===== config.mk =====
export PLATFORM = sky130hd
export DESIGN_NAME = posctr_top
export DESIGN_NICKNAME = d
export VERILOG_FILES = /design/src/rtl/posctr_pkg.sv /design/src/rtl/posctr_debounce.sv /design/src/rtl/posctr_decode.sv /design/src/rtl/posctr_top.sv
export SDC_FILE = /design/constraint.sdc
export NUM_CORES = 1
export LEC_CHECK = 0
export ABC_AREA = 1
export BUFFER_PORTS_ARGS = -buffer_cell sky130_fd_sc_hd__buf_2
export CORE_ASPECT_RATIO = 0.6
export CORE_MARGIN = 2
export CORE_UTILIZATION = 60
export CTS_BUF_LIST = sky130_fd_sc_hd__clkbuf_4
export DETAILED_ROUTE_END_ITERATION = 8
export GPL_ROUTABILITY_DRIVEN = 1
export PLACE_DENSITY = 0.79
export RECOVER_POWER = 50
export SLEW_MARGIN = 10
export SYNTH_ARGS = -nofsm -noshare
export SYNTH_HDL_FRONTEND = slang
export SYNTH_SLANG_ARGS = --single-unit

===== constraint.sdc =====
create_clock -name clk -period 9.23 [get_ports clk]
set_input_delay 1.3845 -clock clk [delete_from_list [all_inputs] [get_ports clk]]
set_output_delay 1.3845 -clock clk [all_outputs]
set_load 0.03 [all_outputs]

===== src/rtl/posctr_pkg.sv =====
package posctr_pkg;
    typedef enum logic [1:0] {
        MODE_QUAD = 2'd0,
        MODE_BIN  = 2'd1,
        MODE_DIR  = 2'd2,
        MODE_DUAL = 2'd3
    } cmode_e;

    localparam int          ADDR_W = 3;
    localparam logic [2:0]  A_CTRL = 3'd0;
    localparam logic [2:0]  A_DBN  = 3'd1;
    localparam logic [2:0]  A_LO   = 3'd2;
    localparam logic [2:0]  A_HI   = 3'd3;
    localparam logic [2:0]  A_CNT  = 3'd4;
    localparam logic [2:0]  A_STAT = 3'd5;

    localparam int F_ABOVE = 0;
    localparam int F_BELOW = 1;
    localparam int F_ILL   = 2;
    localparam int F_MARK  = 3;
    localparam int NFLAG   = 4;
endpackage


===== src/rtl/posctr_debounce.sv =====
module posctr_debounce #(
    parameter int DBN_W = 16
) (
    input  logic             clk,
    input  logic             rst_n,
    input  logic [DBN_W-1:0] period,
    input  logic             pin_i,
    output logic             level_o
);
    localparam logic [DBN_W-1:0] ONE = {{(DBN_W-1){1'b0}}, 1'b1};

    typedef struct packed {
        logic             raw;
        logic             lvl;
        logic [DBN_W-1:0] run;
    } dbn_st_t;

    dbn_st_t st_d, st_q;

    always_comb begin
        st_d     = st_q;
        st_d.raw = pin_i;
        if (st_q.raw == st_q.lvl) begin
            st_d.run = '0;
        end else if (period == '0 || (st_q.run + ONE) >= period) begin
            st_d.lvl = st_q.raw;
            st_d.run = '0;
        end else begin
            st_d.run = st_q.run + ONE;
        end
    end

    always_ff @(posedge clk or negedge rst_n) begin
        if (!rst_n) st_q <= '0;
        else        st_q <= st_d;
    end

    assign level_o = st_q.lvl;
endmodule


===== src/rtl/posctr_decode.sv =====
module posctr_decode
    import posctr_pkg::*;
(
    input  logic   clk,
    input  logic   rst_n,
    input  cmode_e mode,
    input  logic   a,
    input  logic   b,
    input  logic   z,
    output logic   step_up,
    output logic   step_dn,
    output logic   step_bad,
    output logic   z_rise
);
    typedef struct packed {
        logic pa;
        logic pb;
        logic pz;
    } dec_st_t;

    dec_st_t st_d, st_q;
    logic [1:0] code_new, code_old, diff;
    logic       rise_a, rise_b;

    always_comb begin
        st_d = '{pa: a, pb: b, pz: z};
        if (mode == MODE_QUAD) begin
            code_new = {a, a ^ b};
            code_old = {st_q.pa, st_q.pa ^ st_q.pb};
        end else begin
            code_new = {a, b};
            code_old = {st_q.pa, st_q.pb};
        end
        diff     = code_new - code_old;
        rise_a   = a & ~st_q.pa;
        rise_b   = b & ~st_q.pb;
        step_up  = 1'b0;
        step_dn  = 1'b0;
        step_bad = 1'b0;
        case (mode)
            MODE_QUAD, MODE_BIN: begin
                step_up  = (diff == 2'd1);
                step_dn  = (diff == 2'd3);
                step_bad = (diff == 2'd2);
            end
            MODE_DIR: begin
                step_up = rise_a & ~b;
                step_dn = rise_a & b;
            end
            default: begin
                step_up = rise_a & ~rise_b;
                step_dn = rise_b & ~rise_a;
            end
        endcase
        z_rise = z & ~st_q.pz;
    end

    always_ff @(posedge clk or negedge rst_n) begin
        if (!rst_n) st_q <= '0;
        else        st_q <= st_d;
    end
endmodule


===== src/rtl/posctr_top.sv =====
module posctr_top
    import posctr_pkg::*;
#(
    parameter int CNT_W = 32,
    parameter int DBN_W = 16
) (
    input  logic                 clk,
    input  logic                 rst_n,
    input  logic                 pin_a,
    input  logic                 pin_b,
    input  logic                 pin_z,
    input  logic                 reg_we,
    input  logic [ADDR_W-1:0]    reg_addr,
    input  logic [CNT_W-1:0]     reg_wdata,
    output logic [CNT_W-1:0]     reg_rdata,
    output logic                 cnt_evt,
    output logic                 irq
);
    localparam int NPIN = 3;
    localparam logic [CNT_W-1:0] ONE_C  = {{(CNT_W-1){1'b0}}, 1'b1};
    localparam logic [CNT_W-1:0] S_MIN  = {1'b1, {(CNT_W-1){1'b0}}};
    localparam logic [CNT_W-1:0] S_MAX  = {1'b0, {(CNT_W-1){1'b1}}};

    typedef struct packed {
        logic [CNT_W-1:0] count;
        logic [CNT_W-1:0] lo;
        logic [CNT_W-1:0] hi;
        logic [DBN_W-1:0] dbn;
        cmode_e           mode;
        logic             az;
        logic             zen;
        logic [NFLAG-1:0] flags;
        logic             evt;
    } top_st_t;

    top_st_t st_d, st_q;

    logic [NPIN-1:0] pin_vec, filt;
    logic            dec_up, dec_dn, dec_bad, dec_zr;

    assign pin_vec = {pin_z, pin_b, pin_a};

    for (genvar g = 0; g < NPIN; g++) begin : g_dbn
        posctr_debounce #(.DBN_W(DBN_W)) u_dbn (
            .clk     (clk),
            .rst_n   (rst_n),
            .period  (st_q.dbn),
            .pin_i   (pin_vec[g]),
            .level_o (filt[g])
        );
    end

    posctr_decode u_dec (
        .clk      (clk),
        .rst_n    (rst_n),
        .mode     (st_q.mode),
        .a        (filt[0]),
        .b        (filt[1]),
        .z        (filt[2]),
        .step_up  (dec_up),
        .step_dn  (dec_dn),
        .step_bad (dec_bad),
        .z_rise   (dec_zr)
    );

    logic [CNT_W-1:0] nxt;
    logic [NFLAG-1:0] fset, fclr;

    always_comb begin
        st_d     = st_q;
        st_d.evt = 1'b0;
        fset     = '0;
        fclr     = '0;
        nxt      = st_q.count;

        if (dec_up) begin
            nxt      = st_q.count + ONE_C;
            st_d.evt = 1'b1;
            if ($signed(nxt) > $signed(st_q.hi)) begin
                if (st_q.az) nxt = '0;
                else         fset[F_ABOVE] = 1'b1;
            end
        end else if (dec_dn) begin
            nxt      = st_q.count - ONE_C;
            st_d.evt = 1'b1;
            if ($signed(nxt) < $signed(st_q.lo)) begin
                if (st_q.az) nxt = '0;
                else         fset[F_BELOW] = 1'b1;
            end
        end

        if (dec_bad) fset[F_ILL] = 1'b1;
        if (dec_zr) begin
            fset[F_MARK] = 1'b1;
            if (st_q.zen) nxt = '0;
        end
        st_d.count = nxt;

        if (reg_we) begin
            case (reg_addr)
                A_CTRL: begin
                    st_d.mode = cmode_e'(reg_wdata[1:0]);
                    st_d.az   = reg_wdata[2];
                    st_d.zen  = reg_wdata[3];
                end
                A_DBN:  st_d.dbn   = reg_wdata[DBN_W-1:0];
                A_LO:   st_d.lo    = reg_wdata;
                A_HI:   st_d.hi    = reg_wdata;
                A_CNT:  st_d.count = reg_wdata;
                A_STAT: fclr       = reg_wdata[NFLAG-1:0];
                default: ;
            endcase
        end
        st_d.flags = (st_q.flags & ~fclr) | fset;
    end

    always_ff @(posedge clk or negedge rst_n) begin
        if (!rst_n) begin
            st_q       <= '0;
            st_q.lo    <= S_MIN;
            st_q.hi    <= S_MAX;
            st_q.mode  <= MODE_QUAD;
        end else begin
            st_q <= st_d;
        end
    end

    always_comb begin
        case (reg_addr)
            A_CTRL: reg_rdata = {{(CNT_W-4){1'b0}}, st_q.zen, st_q.az, st_q.mode};
            A_DBN:  reg_rdata = {{(CNT_W-DBN_W){1'b0}}, st_q.dbn};
            A_LO:   reg_rdata = st_q.lo;
            A_HI:   reg_rdata = st_q.hi;
            A_CNT:  reg_rdata = st_q.count;
            A_STAT: reg_rdata = {{(CNT_W-NFLAG){1'b0}}, st_q.flags};
            default: reg_rdata = '0;
        endcase
    end

    assign cnt_evt = st_q.evt;
    assign irq     = |st_q.flags;

    logic [CNT_W-1:0] count_q;
    logic [NFLAG-1:0] flags_q;
    logic             cnt_wr, zclr, ill_clr, az_q;
    assign count_q = st_q.count;
    assign flags_q = st_q.flags;
    assign cnt_wr  = reg_we && (reg_addr == A_CNT);
    assign zclr    = dec_zr && st_q.zen;
    assign ill_clr = reg_we && (reg_addr == A_STAT) && reg_wdata[F_ILL];
    assign az_q    = st_q.az;
endmodule


* Word-level counts from Yosys, hierarchy flattened *
Index checks and enable logic that the tools add are counted.

word-level totals
  bits in registers = 178
  output and inout port bits = 34

operators by class
  $add $sub $neg = 6
  order comparisons = 5
  equality and inequality tests = 13
  mux-type cells = 38
  bitwise gates (word level) = 21
  reduce and logical (&&, ||, !) cells = 15

operator list
  operator                                                               number
  32-bit two-way mux                                                     11
  32-bit case mux with 6 select lines                                    1
  116-bit two-way mux                                                    1
  16-bit two-way mux                                                     7
  16-bit by 1-bit adder with 16-bit output (second input constant)       3
  16-bit >= comparator                                                   3
  32-bit by 1-bit adder with 32-bit output (second input constant)       1
  32-bit greater-than comparator                                         1
  32-bit < comparator                                                    1
  32-bit by 1-bit subtractor with 32-bit output (second input constant)  1
  16-bit zero test                                                       1
  2-bit AND reduction                                                    7
  1-bit two-way mux                                                      13
  4-bit two-way mux                                                      3
  1-bit NOT                                                              9
  1-bit bitwise AND                                                      7
  2-bit == test (second input constant)                                  3
  3-bit by 2-bit == test with 1-bit output (second input constant)       2
  3-bit == test (second input constant)                                  2
  4-bit bitwise AND                                                      1
  2-bit by 1-bit == test with 1-bit output (second input constant)       2
  4-bit NOT                                                              1
  4-bit bitwise OR                                                       1
  1-bit case mux with 2 select lines                                     2
  9 further kinds                                                        14

* Logic depth before layout (Yosys ltp) *
  depth in word-level cells = 11
  mapped depth = 25
  depth with buffers taken out = 24

* Modules after synthesis *
Synthesis repeated with hierarchy kept, for this count alone.

unflattened totals
  cells, all modules = 2084
  area, all modules = 14482.6 sq um

by module, submodules not included
  module           times used  cells an instance  area an instance (sq um)  sequential area each (sq um)
  posctr_top       1           1414               9540.4                    3067.9
  posctr_debounce  3           210                1565.3                    450.4
  posctr_decode    1           40                 246.5                     75.1

* Worst setup path after synthesis *
OpenSTA, ideal clock, no wires.

  path type = input to output
  from = input reg_addr[0]
  to = output reg_rdata[16]
  data arrival time = 2.586 ns
  required time = 7.846 ns
  setup slack = 5.259 ns
  stages = 5
  cell sequence = nor3_1 clkbuf_1 buf_1 nand2_1 o221ai_1

on the way
  longest elaborated chain between the ends = 2

ends and longest elaborated chain
  element                                      line               text
  start, declared                              posctr_top.sv:13   input logic [ADDR_W-1:0] reg_addr,
  3-bit == test, or another cell as far along  posctr_top.sv:129  case (reg_addr)
  32-bit case mux with 6 select lines (*)      posctr_top.sv:129
  end, declared                                posctr_top.sv:15   output logic [CNT_W-1:0] reg_rdata,

Mark *: on every way between the ends. The rest lies on a longest branch, timed or not.

* Worst setup path after layout *
  from = input reg_addr[1]
  to = output reg_rdata[3]

Same word-level chain as after synthesis.

==> flow_metrics.tcl <==
set metrics [dict create \
    run_status "finished with violations" \
    failed_checks "capacitance limit, slew limit" \
    max_slew_margin_pct -93.29 \
    number_of_standard_cells_in_the_final_layout_excluding_fillers 2253 \
    critical_path_buf_inv_count 5 \
    timing.setup.critical_path_class "in2out" \
    ys_types 46 \
    ys_seq_area_share_pct 33.00 \
    postCtsSetupBuffers 0 \
    syn_warnings 0 \
    synthMuxAreaShare_pct 0.1653 \
    drcViolationCount 0 \
    ctsHtreeMaxLevel 4 \
    synthesis.instances 1900 \
    gr-usage-all-layers_pct 34.43 \
    max_cap_check_violation_count 6 \
    layout_worst_path_cycle_share_pct 61.13 \
    crit_required_ps 7850 \
    dominant_combinational_cell_family_by_area_after_synthesis "simple AND/OR/NAND/NOR gates" \
    timing.critical_path.max_delay_family "buffers and inverters" \
    finClkSkew_ps 29.56 \
    cts.reportedPaths.clkPinSlew_ps 170 \
    initial_antenna_violation_count 1 \
    gp_congestion 1.070 \
    die_area_mm2 0.02396 \
    drt.antenna.violating_nets 0 \
    post_drt_wl_per_cell_um 17.52 \
    post_synth.cell_area_avg_um2 7.169 \
    synth-edff-count 0 \
    start_util_pct 61.42 \
    post_dp_cell_area_mm2 0.01414 \
    complex_gate_fraction_of_the_synthesized_area_pct 9.994 \
    layout_setup_ws_ps 3587 \
    cpPeakStageDelay_ps 1420 \
    floorplan.die.height_um 120.7 \
    final_layout_net_count 2088 \
    worst_slew_pin_slew_ps 2899 \
    postSynth.topFlopCell "sky130_fd_sc_hd__dfrtp_1" \
    vias_per_cell 5.710 \
    final_layout_size_suffix_gt1_share_pct 10.35 \
    synth_xor_area_share_pct 5.980 \
    dpl.hpwl_um 30170 \
    place_ws_ps 4705 \
    postSynthNetCount 2059 \
    io_pins 75 \
    max_freq_mhz 177.2 \
    globalRoute.totalOverflow 0 \
    fp-row-count 42 \
    simple_gate_share_of_the_synthesized_area_pct 29.24 \
    tritoncts "done" \
    yosys-top-cells-count "sky130_fd_sc_hd__nand2_1 (494), sky130_fd_sc_hd__inv_1 (293), sky130_fd_sc_hd__nor2_1 (151)" \
    synth_most_common_cell "sky130_fd_sc_hd__nand2_1" \
    grt_first_pass_wirelength_um 63390 \
    grt_max_degree 70 \
    detailroute.via_count 12865 \
    clock_sink_count 178 \
    post_cts_resized 0 \
    mappedNetlistArea_mm2 0.01362 \
    initialDrtViolationCount 1474 \
    worst_hold_path_type "reg2reg" \
    cts.hold.buffers_added 0 \
    area.growth.synth_to_final_pct 5.687 \
    power.density_cell_area_mw_per_mm2 272.9 \
    timing.final.max_slew_violations 280 \
    setup_violations 0 \
    cts_inserted_buffers 17 \
    critPathLaunchType "input port" \
    setup_total_negative_slack_ps 0 \
    drt_wl_total_um 39460 \
    crit_arrival_ps 4260 \
    worstSetupEndpointType "output port" \
    async_reset_ff_share_pct 100.0 \
    largest_vdd_supply_drop_v 0.0001866 \
    post_synth_fa_ha_maj_area_fraction_pct 10.84 \
    clkLatencyLatePin_ps 660 \
    p_leak_uw 0.007566 \
    max-clock-path-buffers 2 \
    synth_top_cells_by_area "sky130_fd_sc_hd__dfrtp_1 (27%), sky130_fd_sc_hd__nand2_1 (14%), sky130_fd_sc_hd__ha_1 (11%), sky130_fd_sc_hd__inv_1 (8.1%), sky130_fd_sc_hd__dfstp_2 (6.2%)" \
    dpl.cell_count 2218 \
    critical_path.max_fanout 30 \
    die_x_um 198.5 \
    core_region_area_mm2 0.02218 \
    cpMaxStageDelayCell "sky130_fd_sc_hd__clkbuf_1" \
    firstDrtPassIters 6 \
    final.fill_count 1967 \
    cp_cell_sequence "clkbuf_1 -> inv_1 -> nor2_1 -> nand2_1 -> clkbuf_1 -> inv_1 -> a221oi_1 -> o211ai_1 -> buf_2" \
    setup_repair_after_global_routing_missed_its_margin "false" \
    design_area_mm2 0.01440 \
    synth_area_leader_cell "sky130_fd_sc_hd__dfrtp_1" \
    period_needed_ps 5643 \
    cts.root.buffer_cell "sky130_fd_sc_hd__clkbuf_4" \
    hold_violations 0 \
    grt_pass1_vias 11713 \
    synth_largest_type_area_fraction_pct 26.82 \
    ys_seq_elements 178 \
    portBuffers 74 \
]
worst paths after layout:
check | start | end | slack (ps) | depth (start not counted)
worst min register to register | g_dbn[2].u_dbn.level_o | u_dec.st_q[0] | 450 | 0
min in group asynchronous | rst_n | st_q[84] | 1630 | 1
worst max-delay path | reg_addr[1] | reg_rdata[3] | 3590 | 9
max in group asynchronous | rst_n | st_q[21] | 4740 | 3
worst max register to register | count_q[20] | count_q[12] | 4380 | 19
worst min-delay path | g_dbn[2].u_dbn.level_o | u_dec.st_q[0] | 450 | 0
cells by family after synthesis:
family / after synthesis
buffers and inverters: 377
AO/OA/AOI/OAI: 243
multiplexers: 2
adder cells (fa/ha/maj): 118
AND/OR/NAND/NOR: 889
XOR/XNOR: 93
flip-flops: 178
cell usage in the layout (no fill, tap or decap), types with 9 or more instances in the layout:
master / netlist / routed
sky130_fd_sc_hd__nor2_4: 9 / 9
sky130_fd_sc_hd__buf_4: 2 / 9
sky130_fd_sc_hd__o221ai_1: 17 / 17
sky130_fd_sc_hd__nand4_1: 33 / 33
sky130_fd_sc_hd__o21ai_0: 121 / 121
sky130_fd_sc_hd__dfstp_2: 32 / 32
sky130_fd_sc_hd__ha_1: 118 / 118
sky130_fd_sc_hd__nor3_1: 43 / 42
sky130_fd_sc_hd__xnor2_1: 12 / 12
sky130_fd_sc_hd__nand3_1: 78 / 78
sky130_fd_sc_hd__nor4_1: 9 / 9
sky130_fd_sc_hd__nor3b_1: 30 / 30
sky130_fd_sc_hd__a21oi_1: 67 / 67
sky130_fd_sc_hd__nand2_1: 494 / 494
sky130_fd_sc_hd__nor3_2: 8 / 9
sky130_fd_sc_hd__buf_2: 31 / 69
sky130_fd_sc_hd__inv_1: 293 / 292
sky130_fd_sc_hd__clkbuf_4: 0 / 17
sky130_fd_sc_hd__xor2_1: 81 / 81
sky130_fd_sc_hd__dfrtp_1: 146 / 146
sky130_fd_sc_hd__nor2_1: 151 / 151
sky130_fd_sc_hd__o22ai_1: 15 / 15
metal layers:
metal | share of wire [%] | wire [um] | track usage, %
met1 | 48 | 18950 | 54.79
met2 | 37 | 14540 | 43.18
met3 | 14 | 5638 | 12.89
met4 | 0.85 | 337 | 6.157
met5 | 0 | 0 | 0
worst reg2reg max path, cell delays in order (launching register included):
cell and delay (ps):
sky130_fd_sc_hd__dfrtp_1 590, sky130_fd_sc_hd__inv_1 140, sky130_fd_sc_hd__nor3_1 460, sky130_fd_sc_hd__nand2_1 220
sky130_fd_sc_hd__nor2_1 160, sky130_fd_sc_hd__nand3_1 130, sky130_fd_sc_hd__xor2_1 220, sky130_fd_sc_hd__inv_1 70
sky130_fd_sc_hd__ha_1 300, sky130_fd_sc_hd__nand2_1 90, sky130_fd_sc_hd__nor2_1 170, sky130_fd_sc_hd__nand4_1 280
sky130_fd_sc_hd__nor2_1 250, sky130_fd_sc_hd__nand2_1 100, sky130_fd_sc_hd__nand3_1 110, sky130_fd_sc_hd__nand4_2 860
sky130_fd_sc_hd__nand2_1 320, sky130_fd_sc_hd__nand3_1 110, sky130_fd_sc_hd__nand2_1 90, sky130_fd_sc_hd__nand2_1 80
area by class of cell:
type                       count  area (um2)  share of cell area [%]
multi-input combinational   1345        7662                   53.23
sequential                   178        4494                   31.22
inverter                     301        1130                   7.849
timing repair buffer          86       442.9                   3.077
tap                          308       385.4                   2.677
clock inverter                15       145.1                   1.008
clock buffer                  17       127.6                  0.8866
antenna                        3       7.507                 0.05215
per-stage QoR:
stage                     total power (uW)  hold slack (ps)  util, %
final                                 3928            454.5    64.91
after global routing                  4268            471.2    64.91
after CTS                             3860            451.9    65.01
after detailed placement              3401            415.1    63.78
after global placement                3330            404.1    63.78
after floorplan                       2804            393.1        -
sequential cells by signal, summed over array words and instances, names as in the netlist:
register / count
flags_q: 4
g_dbn.u_dbn.level_o: 3
u_dec.st_q: 3
count_q: 32
az_q: 1
cnt_evt: 1
st_q: 83
g_dbn.u_dbn.st_q: 51
report_power, final:
group,internal (uW),switching [uW]
registers,966,206
logic,725,1580
clock network,120,330
No activity file was read; power rests on OpenSTA's default activity.
